==> config.mk <==
export PLATFORM = sky130hd
export DESIGN_NAME = lut_slice
export DESIGN_NICKNAME = d
export VERILOG_FILES = /design/src/rtl/lut_slice_pkg.sv /design/src/rtl/lut_slice_table.sv /design/src/rtl/lut_slice_widemux.sv /design/src/rtl/lut_slice_ffbank.sv /design/src/rtl/lut_slice.sv
export SDC_FILE = /design/constraint.sdc
export NUM_CORES = 1
export LEC_CHECK = 0
export ABC_AREA = 0
export BUFFER_PORTS_ARGS = -buffer_cell sky130_fd_sc_hd__buf_2
export CORE_MARGIN = 8
export CORE_UTILIZATION = 30
export DETAILED_ROUTE_END_ITERATION = 10
export PLACE_DENSITY = 0.56
export SLEW_MARGIN = 20
export SYNTH_ARGS = -nofsm -noshare
export SYNTH_HDL_FRONTEND = slang
export SYNTH_SLANG_ARGS = --single-unit
export TNS_END_PERCENT = 5
==> constraint.sdc <==
create_clock -name clk -period 2.9 [get_ports clk]
set_clock_uncertainty 0.1 [all_clocks]
set_input_delay 0.29 -clock clk [delete_from_list [all_inputs] [get_ports clk]]
set_output_delay 0.29 -clock clk [all_outputs]
set_load 0.01 [all_outputs]
==> src/rtl/lut_slice_pkg.sv <==
package lut_slice_pkg;

    localparam int NUM_TBL    = 4;
    localparam int TBL_IN     = 6;
    localparam int TBL_BITS   = 1 << TBL_IN;
    localparam int HALF_BITS  = TBL_BITS / 2;
    localparam int NUM_PAIR   = NUM_TBL / 2;
    localparam int NUM_FF     = 8;
    localparam int SRC_W      = 4;
    localparam int CFG_ADDR_W = 3;
    localparam int CFG_FF_SEL = NUM_TBL;
    localparam int NUM_SRC    = 2 * NUM_TBL + NUM_PAIR + 1;

    typedef enum logic [SRC_W-1:0] {
        SRC_O6_0  = 4'd0,
        SRC_O6_1  = 4'd1,
        SRC_O6_2  = 4'd2,
        SRC_O6_3  = 4'd3,
        SRC_O5_0  = 4'd4,
        SRC_O5_1  = 4'd5,
        SRC_O5_2  = 4'd6,
        SRC_O5_3  = 4'd7,
        SRC_MX7_0 = 4'd8,
        SRC_MX7_1 = 4'd9,
        SRC_MX8   = 4'd10,
        SRC_ZERO  = 4'd15
    } ff_src_e;

    // Packing order puts each result at the bit that equals its source code.
    typedef struct packed {
        logic                mx8;
        logic [NUM_PAIR-1:0] mx7;
        logic [NUM_TBL-1:0]  o5;
        logic [NUM_TBL-1:0]  o6;
    } slice_comb_t;

    function automatic logic pick_source(logic [SRC_W-1:0] code, slice_comb_t c);
        logic [NUM_SRC-1:0] flat;
        logic               r;
        flat = c;
        r    = 1'b0;
        for (int s = 0; s < NUM_SRC; s++) begin
            if (int'(code) == s) r = flat[s];
        end
        return r;
    endfunction

endpackage

==> src/rtl/lut_slice_table.sv <==
module lut_slice_table
    import lut_slice_pkg::*;
(
    input  logic                clk,
    input  logic                rst,
    input  logic                wr_en,
    input  logic [TBL_BITS-1:0] wr_data,
    input  logic [TBL_IN-1:0]   addr,
    output logic                out_full,
    output logic                out_low
);
    logic [TBL_BITS-1:0]  truth;
    logic [HALF_BITS-1:0] low_half;

    always_ff @(posedge clk) begin
        if (rst)        truth <= '0;
        else if (wr_en) truth <= wr_data;
    end

    assign low_half = truth[HALF_BITS-1:0];
    assign out_full = truth[addr];
    assign out_low  = low_half[addr[TBL_IN-2:0]];
endmodule

==> src/rtl/lut_slice_widemux.sv <==
module lut_slice_widemux
    import lut_slice_pkg::*;
(
    input  logic [NUM_TBL-1:0]  tbl_out,
    input  logic [NUM_PAIR:0]   sel,
    output logic [NUM_PAIR-1:0] pair_out,
    output logic                top_out
);
    for (genvar p = 0; p < NUM_PAIR; p++) begin : g_pair
        assign pair_out[p] = sel[p] ? tbl_out[2*p+1] : tbl_out[2*p];
    end

    // Two pairs feed the top stage.
    assign top_out = sel[NUM_PAIR] ? pair_out[1] : pair_out[0];
endmodule

==> src/rtl/lut_slice_ffbank.sv <==
module lut_slice_ffbank
    import lut_slice_pkg::*;
(
    input  logic                    clk,
    input  logic                    rst,
    input  logic                    cfg_wr,
    input  logic [NUM_FF*SRC_W-1:0] cfg_word,
    input  slice_comb_t             comb,
    input  logic [NUM_FF-1:0]       en,
    output logic [NUM_FF-1:0]       q
);
    logic [SRC_W-1:0] src_sel [NUM_FF];

    for (genvar k = 0; k < NUM_FF; k++) begin : g_ff
        logic d_next;

        always_ff @(posedge clk) begin
            if (rst)         src_sel[k] <= SRC_ZERO;
            else if (cfg_wr) src_sel[k] <= cfg_word[k*SRC_W +: SRC_W];
        end

        assign d_next = pick_source(src_sel[k], comb);

        always_ff @(posedge clk) begin
            if (rst)        q[k] <= 1'b0;
            else if (en[k]) q[k] <= d_next;
        end
    end
endmodule

==> src/rtl/lut_slice.sv <==
module lut_slice
    import lut_slice_pkg::*;
(
    input  logic                      clk,
    input  logic                      rst,
    input  logic                      cfg_we,
    input  logic [CFG_ADDR_W-1:0]     cfg_addr,
    input  logic [TBL_BITS-1:0]       cfg_data,
    input  logic [NUM_TBL*TBL_IN-1:0] tbl_addr,
    input  logic [NUM_PAIR:0]         mc,
    input  logic [NUM_FF-1:0]         ff_en,
    output logic [NUM_TBL-1:0]        o6,
    output logic [NUM_TBL-1:0]        o5,
    output logic [NUM_PAIR-1:0]       mx7,
    output logic                      mx8,
    output logic [NUM_FF-1:0]         q
);
    slice_comb_t comb;
    logic        ff_cfg_wr;

    for (genvar i = 0; i < NUM_TBL; i++) begin : g_tbl
        logic tbl_wr;
        assign tbl_wr = cfg_we && (int'(cfg_addr) == i);

        lut_slice_table u_table (
            .clk      (clk),
            .rst      (rst),
            .wr_en    (tbl_wr),
            .wr_data  (cfg_data),
            .addr     (tbl_addr[i*TBL_IN +: TBL_IN]),
            .out_full (o6[i]),
            .out_low  (o5[i])
        );
    end

    lut_slice_widemux u_widemux (
        .tbl_out  (o6),
        .sel      (mc),
        .pair_out (mx7),
        .top_out  (mx8)
    );

    assign comb.o6  = o6;
    assign comb.o5  = o5;
    assign comb.mx7 = mx7;
    assign comb.mx8 = mx8;

    assign ff_cfg_wr = cfg_we && (int'(cfg_addr) == CFG_FF_SEL);

    lut_slice_ffbank u_ffbank (
        .clk      (clk),
        .rst      (rst),
        .cfg_wr   (ff_cfg_wr),
        .cfg_word (cfg_data[NUM_FF*SRC_W-1:0]),
        .comb     (comb),
        .en       (ff_en),
        .q        (q)
    );
endmodule

---- Yosys cells after proc, flatten, opt, wreduce, memory -nomap -nowiden ----
Memory sizes are Yosys's and may differ from the RTL's.
Index checks and enable logic that the tools add are counted.
operators by class
  add/subtract/negate cells ............... 0
  multiply operators ...................... 0
  div/mod/pow operators ................... 0
  $lt $le $gt $ge ......................... 8
  eq/ne operators ......................... 84
  shift-type cells ........................ 0
  mux-type cells .......................... 120
  bitwise operators ....................... 8
  reductions and logical operators ........ 14
operator list
  operator              count
  $eq A4 B4 Y1 const B  56
  $mux W1               104
  $eq A4 B3 Y1 const B  16
  $eq A4 B2 Y1 const B  8
  $logic_not A4 Y1      8
  $mux W4               8
  $lt A6 B7 Y1 const B  4
  $bmux W1 S6           4
  $lt A5 B6 Y1 const B  4
  $bmux W1 S5           4
  $eq A3 B3 Y1 const B  3
  $or A1 B1 Y1          8
  $logic_and A1 B1 Y1   5
  $eq A3 B2 Y1 const B  1
  $logic_not A3 Y1      1
storage, ports and cells
  register bits after elaboration ......... 264
  latch bits .............................. 0
  RAM bits ................................ 32
  ROM bits ................................ 0
  output and inout bits ................... 19
  memories ................................ 1
memories
  name              depth  width  rd ports  clocked after memory_dff  wr ports  RTL line                text
  u_ffbank.src_sel  8      4      8         0                         8         lut_slice_ffbank.sv:12  logic [SRC_W-1:0] src_sel [NUM_FF];

---- Logic depth before layout (Yosys ltp) ----
Gate-level depths: netlist (run 1).
  depth in word-level cells ............... 13
  gate-level depth with buffers ........... 14
  gate-level depth less buffers ........... 11

---- Hierarchy ----
Synthesis (run 1) repeated with hierarchy kept, for this count alone.
unflattened totals
  cells, all modules ...................... 1,272
  area total of the unflattened synthesis .. 13,780.7 um^2
modules (own cells, without submodules)
  module             instances  cells an instance  area each (um^2)
  lut_slice_table    4          264                2,832.7
  lut_slice_ffbank   1          208                2,344.7
  lut_slice          1          5                  63.8
  lut_slice_widemux  1          3                  41.3

---- Worst setup path after synthesis (run 1) ----
No wires, ideal clock.
  kind .................................... input -> register
  start point ............................. input tbl_addr[1]
  end point ............................... register u_ffbank.q[0]
  setup time .............................. 0.132 ns
  data arrival time ....................... 2.498 ns
  data required time ...................... 2.668 ns
  path slack .............................. 0.171 ns
  cell stages on the path ................. 12
  path buffers ............................ 2
  cells stage by stage .................... buf_4 > mux4_2 > mux2_2 > nand2_1 > o211ai_1 > a22o_1 > mux2_2 > buf_6 > o211ai_2 > o21ai_1 > a211oi_2 > nor3_1
on the way
  elaborated cells on any way between the ends .. 17
  those cells by class .................... mux (17)
RTL lines
  element                            RTL line                 text
  from (decl)                        lut_slice.sv:9           input logic [NUM_TBL*TBL_IN-1:0] tbl_addr,
  $bmux W1 S6 (*)                    lut_slice_table.sv:21    assign out_full = truth[addr];
  $mux W1 (implied by the code) (*)  lut_slice_table.sv:21
  via g_tbl[0].u_table.out_full      lut_slice_table.sv:9     output logic out_full,
  $mux W1 (*)                        lut_slice_widemux.sv:10  assign pair_out[p] = sel[p] ? tbl_out[2*p+1] : tbl_out[2*p];
  via mx7[0]                         lut_slice.sv:14          output logic [NUM_PAIR-1:0] mx7,
  $mux W1 (2 in a row)               lut_slice_pkg.sv:43      if (int'(code) == s) r = flat[s];
  $mux W1 (*)                        lut_slice_pkg.sv:43
  to (signal, indexed assignment)    lut_slice_ffbank.sv:26   else if (en[k]) q[k] <= d_next;
  to (decl)                          lut_slice_ffbank.sv:10   output logic [NUM_FF-1:0] q
The timed path passes the listed nets; every way through them passes the cells marked *. The select of a mux whose other input is x is not followed.
A chain may end at the register's enable or synchronous reset.

---- Final worst setup path (run 1) ----
  start point ............................. register g_tbl[0].u_table.truth[63]
  end point ............................... output mx8
on the way
  cells in the longest elaborated chain, start to end .. 4
ends and longest elaborated chain
  element                        RTL line                 text
  from (decl)                    lut_slice_table.sv:12    logic [TBL_BITS-1:0] truth;
  from (signal assigned)         lut_slice_table.sv:17    else if (wr_en) truth <= wr_data;
  $bmux W1 S6                    lut_slice_table.sv:21
  $mux W1 (implied by the code)  lut_slice_table.sv:21
  $mux W1                        lut_slice_widemux.sv:10
  $mux W1                        lut_slice_widemux.sv:14  assign top_out = sel[NUM_PAIR] ? pair_out[1] : pair_out[0];
  to (decl)                      lut_slice.sv:15          output logic mx8,
Every way passes these cells. The select of a mux whose other input is x is not followed.

==> results summary, run 1 <==
The sequential element share of the synthesized area came out at 44.9%. The pre-CTS setup slack came out at -0.342 ns. The root buffer selected by CTS is sky130_fd_sc_hd__clkbuf_16. The transition at the pin with the smallest max-transition slack came out at 0.809 ns. The critical-path maximum fanout came out at 3. The cell taking the most area after synthesis is sky130_fd_sc_hd__dfxtp_1.

Setup violations remaining at the end of the flow were counted as 10. In this run the most critical hold path is launched from cfg_data[18]. The post-synthesis share of cell area spent on xor and xnor gates came out at 0%. The number of antenna violations at the first check in global routing came out at 0. The critical path capture point type is an output pin.

In this run the worst hold path is classified as input pin to register. The final hold violation count came out at 0. No sink is reached through more buffers than the 3 on the longest clock path. The layout has 4685 filler cells. During synthesis, Yosys emitted a total of 0 warnings. The most common cell in the synthesized netlist is sky130_fd_sc_hd__nand2_1. Entering global routing, the biggest net connects around 120 pins. The placed wire-length estimate after detailed placement came out at 33800 um. For this run, the total global-route usage over all layers was measured as 17.7%. TritonCTS built the clock tree.

The leakage power is 0.00643 uW. Headroom to the max-slew limit came out at 46.1%. Max-cap violations in this run came to 0. The minimum clock period after layout came out at 3.20 ns. The width of the chip is about 230 um.

The number of rows in the core area is 79. Multiplexer cells account for a little under an eighth of the synthesized area. At the worst endpoint, the required time is 2.51 ns.

The post-detailed-route via-to-cell ratio is 5.10. The flow ran to the end, but the final reports show violations. Dividing the synthesized area by the synthesized cell count gives between 8 and 9 um2. The die covers about 54000 um2. The share of the synthesized area in the top cell type came out at 38.0%. The total number of H-tree levels is 2. The minimum setup slack in the final design is -0.298 ns. At the worst endpoint, the arrival time is 2.81 ns. Clock-pin slew was measured on the worst setup and hold paths at 0.06 ns. Setup repair after global routing could not meet its margin everywhere. 124 I/O pins were placed.

Cells fill 38.0% of the core in the end. The net total in the final layout is 1985. The number of remaining DRC errors is 0. The count of vias placed by the detailed router is roughly 13000. The total wire length came out at 48900 um.

The clock latency reported for the late side of the worst-skew pair is between 0.5 and 0.6 ns. The combinational family with the most area after synthesis is simple AND/OR/NAND/NOR gates. The element type at the critical path start is a register. The number of synthesized flops with an enable pin is 32. The max-slew violation count is 0. The maximum achievable frequency is roughly 0.31 GHz. The number of global-route vias before repair is 12200.

The count of state elements after synthesis is 296. The total area of multi-input combinational cells is about 7100 um2. The number of different library cells used by synthesis comes to 70. The total power per unit cell area came out at between 500 and 600 nW/um2. The checks that failed: setup timing. The fraction of layout cells with a size suffix above 1 is 18.9%. The core area came out at roughly 46000 um2. Counting every sink on the clock net gives 296.

By startpoint and endpoint, the worst setup path is classified as register to output pin. The async set or reset register ratio after synthesis came out at 0%. The launching element of the worst setup path is g_tbl[0].u_table.truth[63]$_SDFFE_PP0P_. Counting every instance in the synthesized netlist gives around 1700. The number of port buffers came out at 123. The number of detailed-routing iterations run before antenna repair came out at 8. The area growth from synthesis to layout is 26.1%. The worst hold margin is 0.00586 ns.

The remaining antenna violation count is 0. The per-cell routed wire length came out at ~20 um. The die boundary height came out at 231 um. The startpoint of the worst-slack reg-to-reg timing path is g_tbl[0].u_table.truth[63]$_SDFFE_PP0P_. The leading register cell type out of synthesis is sky130_fd_sc_hd__dfxtp_1. The final weighted congestion in routability-driven placement is 0.851.

The commonest cells after synthesis are sky130_fd_sc_hd__nand2_1, sky130_fd_sc_hd__a21oi_1, sky130_fd_sc_hd__dfxtp_1. The adder and majority gate portion of the synthesized area came out at 0%. The global route total overflow is 0. The effective utilization at floorplan is 30.1%. By area the synthesized netlist is led by sky130_fd_sc_hd__dfxtp_1, sky130_fd_sc_hd__nand2_1, sky130_fd_sc_hd__a21oi_1.

In the final layout, flip-flops and latches occupy between 6000 and 7000 um2. The number of nets in the synthesized netlist is 1789. The worst path uses 110% of the clock period. After synthesis the cells add up to 13900 um2. The violation count after the first detailed-route iteration is 1062. The wire length of the first global-routing pass is 73600 um. The share of the synthesized area in compound gates (AO/OA/AOI/OAI) is 16.9%. The area share of and/or/nand/nor cells after synthesis is 21.6%. The number of clock buffers inserted by TritonCTS is 34.

The worst voltage drop across the vdd grid is about 360 uV.
==> worst max-delay path, stage by stage (launching register included) <==
cell and delay, ns:
sky130_fd_sc_hd__dfxtp_2 0.32, sky130_fd_sc_hd__mux4_2 0.47, sky130_fd_sc_hd__mux2_4 0.27, sky130_fd_sc_hd__nand2_2 0.05, sky130_fd_sc_hd__o211ai_1 0.13, sky130_fd_sc_hd__a22o_2 0.31
sky130_fd_sc_hd__mux2_4 0.32, sky130_fd_sc_hd__nor2_4 0.08, sky130_fd_sc_hd__a21oi_2 0.04, sky130_fd_sc_hd__buf_4 0.15, sky130_fd_sc_hd__buf_6 0.11
==> path summary, 6_finish.rpt <==
kind / end / slack [ns] / cells past startpoint
setup reg to reg: u_ffbank.q[7]$_SDFFE_PP0P_ / -0.12 / 12
hold / removal: g_tbl[0].u_table.truth[18]$_SDFFE_PP0P_ / 0.006 / 3
setup / recovery: mx8 / -0.30 / 10
hold reg to reg: g_tbl[2].u_table.truth[36]$_SDFFE_PP0P_ / 0.35 / 2
==> logic make-up after synthesis <==
| logic type | after synthesis |
|---|---|
| flip-flops | 296 |
| AND/OR/NAND/NOR | 714 |
| AO/OA/AOI/OAI | 394 |
| buffers and inverters | 148 |
| multiplexers | 132 |
==> power breakdown <==
group / switching (uW) / total (uW) / internal, uW / leakage, uW
clock network: 1840 / 4590 / 2760 / 0.000586
logic: 765 / 1320 / 553 / 0.00339
registers: 91.4 / 4340 / 4250 / 0.00246
==> timing repair <==
item                                   in CTS  in global routing
resized for setup                          24                 10
endpoints found under the hold margin     199                  0
setup endpoints to repair                   9                 15
buffers inserted                            5                  2
pin swaps                                   5                  6
hold buffers                               60                  0
==> layout by cell type, fill, tap and decap left out, types with 4 or more instances in the layout <==
master	instances
sky130_fd_sc_hd__a22oi_1	34
sky130_fd_sc_hd__o21ai_1	4
sky130_fd_sc_hd__clkbuf_1	4
sky130_fd_sc_hd__edfxtp_1	32
sky130_fd_sc_hd__and2_1	5
sky130_fd_sc_hd__a21oi_1	282
sky130_fd_sc_hd__o211ai_1	5
sky130_fd_sc_hd__nand3_1	19
sky130_fd_sc_hd__or3_1	32
sky130_fd_sc_hd__nand3b_1	5
sky130_fd_sc_hd__inv_1	16
sky130_fd_sc_hd__o21ai_0	14
sky130_fd_sc_hd__dfxtp_1	261
sky130_fd_sc_hd__bufinv_16	4
sky130_fd_sc_hd__a211oi_1	7
sky130_fd_sc_hd__buf_4	95
sky130_fd_sc_hd__o22ai_1	5
sky130_fd_sc_hd__clkbuf_8	7
sky130_fd_sc_hd__nor2b_1	21
sky130_fd_sc_hd__nand2_1	548
sky130_fd_sc_hd__mux4_2	18
sky130_fd_sc_hd__nor2_1	29
sky130_fd_sc_hd__buf_2	120
sky130_fd_sc_hd__nand2b_1	14
sky130_fd_sc_hd__dlygate4sd3_1	60
sky130_fd_sc_hd__mux2i_1	103
sky130_fd_sc_hd__clkinv_2	4
sky130_fd_sc_hd__nor3_1	8
sky130_fd_sc_hd__buf_12	10
sky130_fd_sc_hd__clkbuf_16	35
sky130_fd_sc_hd__nand4_1	4
sky130_fd_sc_hd__buf_6	5
==> registers in the layout (all words and copies together), names as in the netlist <==
| register | count |
|---|---|
| u_ffbank.src_sel | 32 |
| u_ffbank.q | 8 |
| g_tbl.u_table.truth | 256 |
==> per-layer routing <==
metal	track usage [%]	vias to the layer above	routed length, um
met2	28.7	462	22700
met4	5.80	0	1460
li1	-	6179	-
met3	2.79	87	3350
met5	0	-	0
met1	23.8	6070	21400
==> final cells by class <==
class                   instances  share of cell area, %
diodes                          1                 0.0143
clock buffers                  45                   5.55
clock inverters                14                   1.26
inverters                      17                  0.385
multi-input cells            1240                   40.4
flip-flops and latches        296                   35.6
well taps                     607                   4.33
repair buffers                291                   12.5
==> stage by stage <==
| stage | setup TNS (ns) | instance area (um2) | instances | total power, uW |
|---|---|---|---|---|
| 6_report | -1.31 | 17500 | 2511 | 10300 |
| 5_1_grt | -2.24 | 17500 | 2510 | 10600 |
| 4_1_cts | -1.16 | 17500 | 2508 | 10300 |
| 3_5_place_dp | -2.42 | 15600 | 2385 | 5630 |
| 3_3_place_gp | -2.51 | 15600 | 2385 | 5610 |
| 2_1_floorplan | 0 | 13900 | 1684 | 5060 |
Note: power is estimated with default switching activity, not from simulation.
==> run 2, diff against run 1 <==
--- a/config.mk
+++ b/config.mk
@@ -10,6 +10,7 @@
 export CORE_MARGIN = 8
 export CORE_UTILIZATION = 30
 export DETAILED_ROUTE_END_ITERATION = 10
+export GPL_TIMING_DRIVEN = 0
 export PLACE_DENSITY = 0.56
 export SLEW_MARGIN = 20
 export SYNTH_ARGS = -nofsm -noshare
==> run 2 against run 1 <==
The flow still finishes with violations (setup timing). Power is 2.3% lower. Global-route usage is 0.47 points higher. Sequential power about the same. Register-to-register slack barely moved. Clock power decreased by 3%. Setup slack worse by 0.012 ns. Cell area down 2.4%. Core utilization shrank 0.89 points. Routed wire length rose by 2.3%.
==> results summary, run 2 (synthesis results as in run 1) <==
The run finished, with violations left. The checks that failed: setup timing. The wire length of the first global-routing pass came out at 75500 um.

At the worst endpoint, the arrival time is 2.82 ns. The CTS tree is done. After detailed routing, the total wire length is 50000 um. The global route total overflow is 0.

The net total in the final layout came out at around 2000. The most critical setup path has its endpoint at mx8. Input and output buffers added on the ports amount to 112.

For the worst-skew pair, the clock arrives at the later sink with an insertion delay of 0.54 ns. The tree built by TritonCTS fans out to 296 sinks. For this configuration, the core starts out at a cell density of 30.1%. In this run the worst setup path begins at g_tbl[0].u_table.truth[56]$_SDFFE_PP0P_.

The fraction of layout cells with a size suffix above 1 is ~15%. The number of rows in the core area is 79. The number of antenna violations at the first check in global routing was 0. The reg-to-reg critical path endpoint is u_ffbank.q[2]$_SDFFE_PP0P_. The clock-pin transition on the worst setup and hold timing paths is 0.06 ns. The I/O pin total is 124. Buffers inserted during clock tree synthesis total 34. The count of vias placed by the detailed router is 12800. The final hold violation count is 0. Setup repair after global routing could not meet its margin everywhere. Once layout is complete, the cells apart from fillers number roughly 2500. The post-route fraction of the period consumed by the critical path is 111%. The minimum setup slack in the final design came out at -0.310 ns. The flip-flop count of the largest register after layout is between 200 and 300. The total number of H-tree levels is 2. The final weighted congestion in routability-driven placement is 0.846.

Ranked by flip-flop count, first place goes to g_tbl.u_table.truth. The total instance count after detailed placement came out at 2404. STA classifies the critical path startpoint as a register. The placement-stage cell area came out at roughly 15000 um2. The number of max-cap violations came out at 0.

STA puts the critical path data required time at 2.51 ns. The transition at the pin with the smallest max-transition slack is 0.947 ns. In this run, the number of DRC markers left after iteration 0 of detailed routing was ~1100. The die is 231 um wide. The area growth from synthesis to layout came out at 23.2%. The largest registers in the layout are g_tbl.u_table.truth x256, u_ffbank.src_sel x32, u_ffbank.q x8.

The per-cell routed wire length is 19.9 um. The number of global-route vias before repair is between 10000 and 15000. The core area came out at 46200 um2. After detailed routing, the number of vias per cell comes to 5.10. The number of cell instances on the worst register-to-register path came out at 10. The worst setup path is captured at an output pin. The total routing usage reported by global routing came out at 18.2%. The worst register-to-register path begins at g_tbl[0].u_table.truth[56]$_SDFFE_PP0P_. The pin count of the biggest net entering global routing is 24. For this run, design rule violations remaining after detail routing come to 0. Leaving out fill and tap cells, the most frequent cell in the layout is sky130_fd_sc_hd__nand2_1. The full die area is 53500 um2. Counting along the longest clock path gives a buffer depth of 3.

The root buffer selected by CTS is sky130_fd_sc_hd__clkbuf_16. Across all register-to-register paths, the minimum setup slack is -0.11 ns. The worst voltage drop across the vdd grid came out at ~380 uV. The worst pin sits at a relative slew slack of 36.9%. The max-slew violation count is 0.

Of all nets on the critical path, the largest fanout is 2. The worst hold path belongs to the class input pin to register. The placed wire-length estimate after detailed placement is 36300 um.

Summed over all cells, the static leakage comes to 0.00609 uW. The number of detailed-routing iterations run before antenna repair came out at 5. The worst path in the final design needs a cycle of about 3.2 ns, including I/O delays and setup. The remaining antenna violation count came out at 0.

Based on the critical path, the design can be clocked at up to 0.312 GHz. The library cells used most frequently in the layout, excluding fill and tap cells, are sky130_fd_sc_hd__nand2_1, sky130_fd_sc_hd__a21oi_1, sky130_fd_sc_hd__dfxtp_1, sky130_fd_sc_hd__buf_2, sky130_fd_sc_hd__mux2i_1. The worst setup path is of the register to output pin kind. The total power per unit cell area is around 590 nW/um2. The number of antenna diodes in the final layout is 0. The count of endpoints failing setup in the final report came out at 11. The finished cells cover 17100 um2.

The die is 231 um tall.
[run 2: power by group]
part	switching [uW]	total [uW]	internal, uW
clock network	1810	4430	2620
logic	791	1270	477
registers	75.0	4330	4250
total	2680	10000	7340
[run 2: metrics by stage]
stage	setup slack (ns)	power (uW)	utilization, %	TNS [ns]	hold slack (ns)
floorplan	0.171	5060	-	0	0.326
global placement	-1.22	5530	33.0	-18.27	0.338
detailed placement	-1.18	5560	33.1	-12.32	0.345
CTS	-0.323	10100	37.0	-1.52	0.00107
global route	-0.371	10400	37.1	-2.22	0.00512
finish	-0.310	10000	37.1	-1.21	0.00905
[run 2: per-layer routing]
layer	routed length, um	GRT usage, %	up-vias
li1	-	-	6197
met1	22400	23.9	6197
met2	23700	30.6	361
met3	2680	2.62	65
met4	1240	5.19	0
met5	0	0	-
[run 2: worst min-delay path by stage]
stage                     slack, ns                                      end  cells after the start                                     from
after detailed placement       0.34  g_tbl[1].u_table.truth[58]$_SDFFE_PP0P_                      2  g_tbl[1].u_table.truth[58]$_SDFFE_PP0P_
after global routing          0.005   g_tbl[2].u_table.truth[4]$_SDFFE_PP0P_                      3                              cfg_data[4]
after floorplan                0.33  g_tbl[0].u_table.truth[32]$_SDFFE_PP0P_                      2                             cfg_data[32]
final                         0.009   g_tbl[0].u_table.truth[4]$_SDFFE_PP0P_                      3                              cfg_data[4]
after CTS                     0.001   g_tbl[0].u_table.truth[9]$_SDFFE_PP0P_                      3                              cfg_data[9]
after global placement         0.34  g_tbl[1].u_table.truth[58]$_SDFFE_PP0P_                      2  g_tbl[1].u_table.truth[58]$_SDFFE_PP0P_
[run 2: worst max-delay path, stage by stage, from the launching register on]
cell and delay (ns):
sky130_fd_sc_hd__dfxtp_1 0.32, sky130_fd_sc_hd__mux4_2 0.45, sky130_fd_sc_hd__mux2_4 0.28, sky130_fd_sc_hd__nand2_2 0.08, sky130_fd_sc_hd__o211ai_1 0.23, sky130_fd_sc_hd__a22o_4 0.32
sky130_fd_sc_hd__mux2_4 0.30, sky130_fd_sc_hd__nor2_4 0.12, sky130_fd_sc_hd__a21oi_4 0.05, sky130_fd_sc_hd__buf_6 0.13
[run 2: final cells by class]
type                       instances  area [um2]
buffer                           130         648
clock buffer                      48        1000
clock inverter                    12         158
fill                            4817       29000
inverter                          17        63.8
multi-input combinational       1240        7160
sequential                       296        6250
tap                              607         759
timing repair buffer             163        1090
[run 2: timing repair]
item	CTS	global route
gates resized for setup	41	10
hold buffers	44	0
buffers inserted	6	0
hold endpoints to repair	152	0
pin swaps	12	5
setup endpoints to repair	18	17
==> run 3, diff against run 2 <==
--- a/config.mk
+++ b/config.mk
@@ -7,8 +7,10 @@
 export LEC_CHECK = 0
 export ABC_AREA = 0
 export BUFFER_PORTS_ARGS = -buffer_cell sky130_fd_sc_hd__buf_2
+export CORE_ASPECT_RATIO = 0.8
 export CORE_MARGIN = 8
 export CORE_UTILIZATION = 30
+export CTS_CLUSTER_DIAMETER = 120
 export DETAILED_ROUTE_END_ITERATION = 10
 export GPL_TIMING_DRIVEN = 0
 export PLACE_DENSITY = 0.56
==> constraint.sdc (replaced) <==
create_clock -name clk -period 3.2 [get_ports clk]
set_clock_uncertainty 0.1 [all_clocks]
set_input_delay 0.32 -clock clk [delete_from_list [all_inputs] [get_ports clk]]
set_output_delay 0.32 -clock clk [all_outputs]
set_load 0.01 [all_outputs]
==> run 3 against run 2 <==
The run still ends with setup timing left. Clock-buffer cell count is 7 higher. Critical path type is now input pin to output pin. Sequential cell count unchanged. Critical endpoint unchanged. Setup slack improved by 0.29 ns. Routed wire length grew 2.8%. Register-to-register slack gained 0.19 ns. First-iteration DRC count increased by 8.0%. Non-clock buffer count shrank 24. Global-route usage grew 0.29 points. Clock power shrank 13%. Power fell by 11%. Via count is 1.4% higher.
==> results summary, run 3 (synthesis results as in run 1) <==
The run finished, with violations left. The final reports fail on setup timing. The pre-CTS setup slack is -0.836 ns. The detailed router finished its first iteration with 1235 violations. The minimum setup slack in the final design is -0.0208 ns. The total instance count after detailed placement came out at approximately 2400. The number of global-route vias before repair came out at 12500.

The first global-routing pass estimated 76800 um of wire. The global route total overflow came out at 0. The final design utilization came out at 36.6%.

From synthesis to final layout, the design area changed by 20.3%. After detailed routing, the number of vias per cell comes to approximately 5.2. The critical path goes through clkbuf_1 > nor2b_1 > a22oi_1 > nand3_1 > nand4_1 > a22o_4 > mux2_4 > nor2_4 > a21oi_4 > buf_6. On the critical path, the stage with the largest delay is an instance of sky130_fd_sc_hd__a22o_4. The floorplan has 70 rows.

For the worst flop-to-flop path, the logic depth is 11. The tool flagged a number of max-cap violations equal to 0. The count of vias placed by the detailed router came out at 13000. The max-slew violation count came out at 0. The net total in the final layout is 1963. The total power is 8900 uW. The die covers 53600 um2. The worst voltage drop across the vdd grid is 344 uV.

The worst endpoint data arrival time came out at 2.80 ns. The effective utilization at floorplan came out at between 30% and 40%. The number of antenna violations at the first check in global routing is 5. In this run the worst hold path is classified as input pin to register. Global routing consumed, over all layers together, approximately 18% of the routing resources. Input and output buffers added on the ports amount to 112.

The total wire length is 51400 um. The number of remaining DRC errors is 0. STA classifies the critical path startpoint as an input pin. In this run the number of cells on the critical path is 10.

The core area is 45700 um2. The largest registers in the layout are g_tbl.u_table.truth x256, u_ffbank.src_sel x32, u_ffbank.q x8. Headroom to the max-slew limit came out at between 30 and 40%. The critical-path maximum fanout came out at 8.

The per-cell routed wire length is 20.6 um. The count of buffer and inverter cells on the critical path is 2. The number of detailed-routing iterations run before antenna repair came out at 7. The worst hold margin came out at 0.0207 ns. Dividing the final minimum period by the clock period gives 101%. The total power per unit cell area is roughly 530 nW/um2. Clock-pin slew was measured on the worst setup and hold paths at 0.06 ns. The clock latency reported for the late side of the worst-skew pair is between 0.5 and 0.6 ns.

The hold-critical path depth came out at 3. The count of nets left with antenna violations once routing finished came out at 0. The final non-filler cell total came out at 2496.

At the worst endpoint, the required time is roughly 2.8 ns. The final hold violation count is 0. Clock tree synthesis selected as its root buffer the cell sky130_fd_sc_hd__clkbuf_16. The maximum achievable frequency came out at 0.310 GHz. The library cell used most frequently in the layout, excluding fill and tap cells, is sky130_fd_sc_hd__nand2_1. The delay of the slowest critical-path stage is 0.43 ns. The die boundary height came out at 209 um. The dominant delay contributor by cell family on the critical path is simple AND/OR/NAND/NOR gates. The final weighted congestion in routability-driven placement came out at 0.884.

The fraction of layout cells with a size suffix above 1 came out at between 10% and 20%. STA classifies the critical path endpoint as an output pin. In this run the number of H-tree levels came out at 2. The count of endpoints failing setup in the final report came out at 3. The leakage power is about 0.006 uW. The flip-flop count of the largest register after layout came out at between 200 and 300. The maximum root-to-sink buffer count came out at 3. The clock sink count came out at roughly 300.

For the pin with the worst max-slew slack, the measured transition is around 0.95 ns. In the layout the commonest cells are sky130_fd_sc_hd__nand2_1, sky130_fd_sc_hd__a21oi_1, sky130_fd_sc_hd__dfxtp_1, sky130_fd_sc_hd__buf_2, sky130_fd_sc_hd__clkbuf_1. Entering global routing, the biggest net connects 18 pins. Setup repair after global routing could not meet its margin everywhere. The repair_antennas step left the layout with diodes totalling 0.

The number of clock buffers inserted by TritonCTS is 34. The I/O pin total came out at 124. The critical path in this run is classified as input pin to output pin.

More flip-flops sit in one register than any other, and that register is g_tbl.u_table.truth. Once detailed placement completed, the half-perimeter wirelength came to 37200 um. The width of the chip is 257 um. The CTS tree is done.

The worst path in the final design needs a cycle of 3.22 ns, including I/O delays and setup.
[run 3: final timing paths]
check                                                              from                                 endpoint  slack (ns)
worst max-delay path                                        tbl_addr[2]                                      mx8       -0.02
worst min-delay path                                       cfg_data[34]  g_tbl[3].u_table.truth[34]$_SDFFE_PP0P_        0.02
worst max register to register  g_tbl[2].u_table.truth[55]$_SDFFE_PP0P_               u_ffbank.q[3]$_SDFFE_PP0P_        0.08
worst min register to register  g_tbl[1].u_table.truth[44]$_SDFFE_PP0P_  g_tbl[1].u_table.truth[44]$_SDFFE_PP0P_        0.35
[run 3: metal layers]
metal | part of all wire [%] | up-vias | wire, um | GRT usage [%]
met4 | 3.3 | 8 | 1690 | 6.25
met3 | 7.5 | 121 | 3850 | 3.54
met2 | 43 | 487 | 22100 | 28.0
met5 | 0.099 | - | 51 | 0
li1 | - | 6150 | - | -
met1 | 46 | 6238 | 23700 | 25.9
[run 3: metrics by stage]
stage	area, um2	setup TNS, ns
6_report	16700	-0.0365
5_1_grt	16700	-0.254
4_1_cts	16600	-0.153
3_5_place_dp	15300	-7.63
3_3_place_gp	15200	-10.96
2_1_floorplan	13900	0
[run 3: layout make-up]
cell class	instances	area, um2
clock inverters	7	33.8
fillers	4789	29000
well taps	612	766
plain buffers	130	647
multi-input cells	1240	7070
repair buffers	139	842
clock buffers	55	1060
inverters	17	63.8
flip-flops and latches	296	6250
[run 3: worst reg2reg max path, delay by kind of cell (launching register included)]
family	cells	cell delay [ns]
flops	1	0.32
buf+inv	3	0.49
compound gates	5	0.84
mux	3	1.25
[run 3: where the power goes]
part	total, uW	leakage (uW)	switching (uW)	internal, uW
Clock	3840	0.000544	1570	2270
Combinational	1140	0.00293	726	412
Sequential	3920	0.00246	66.4	3850
Total	8900	0.00593	2360	6540
[run 3: what timing repair did]
action	4_1_cts	5_1_grt
endpoints found under the hold margin	29	0
pin swaps	3	5
hold buffers	16	0
endpoints found under the setup margin	15	4
gates resized for setup	16	18
setup buffers	5	5
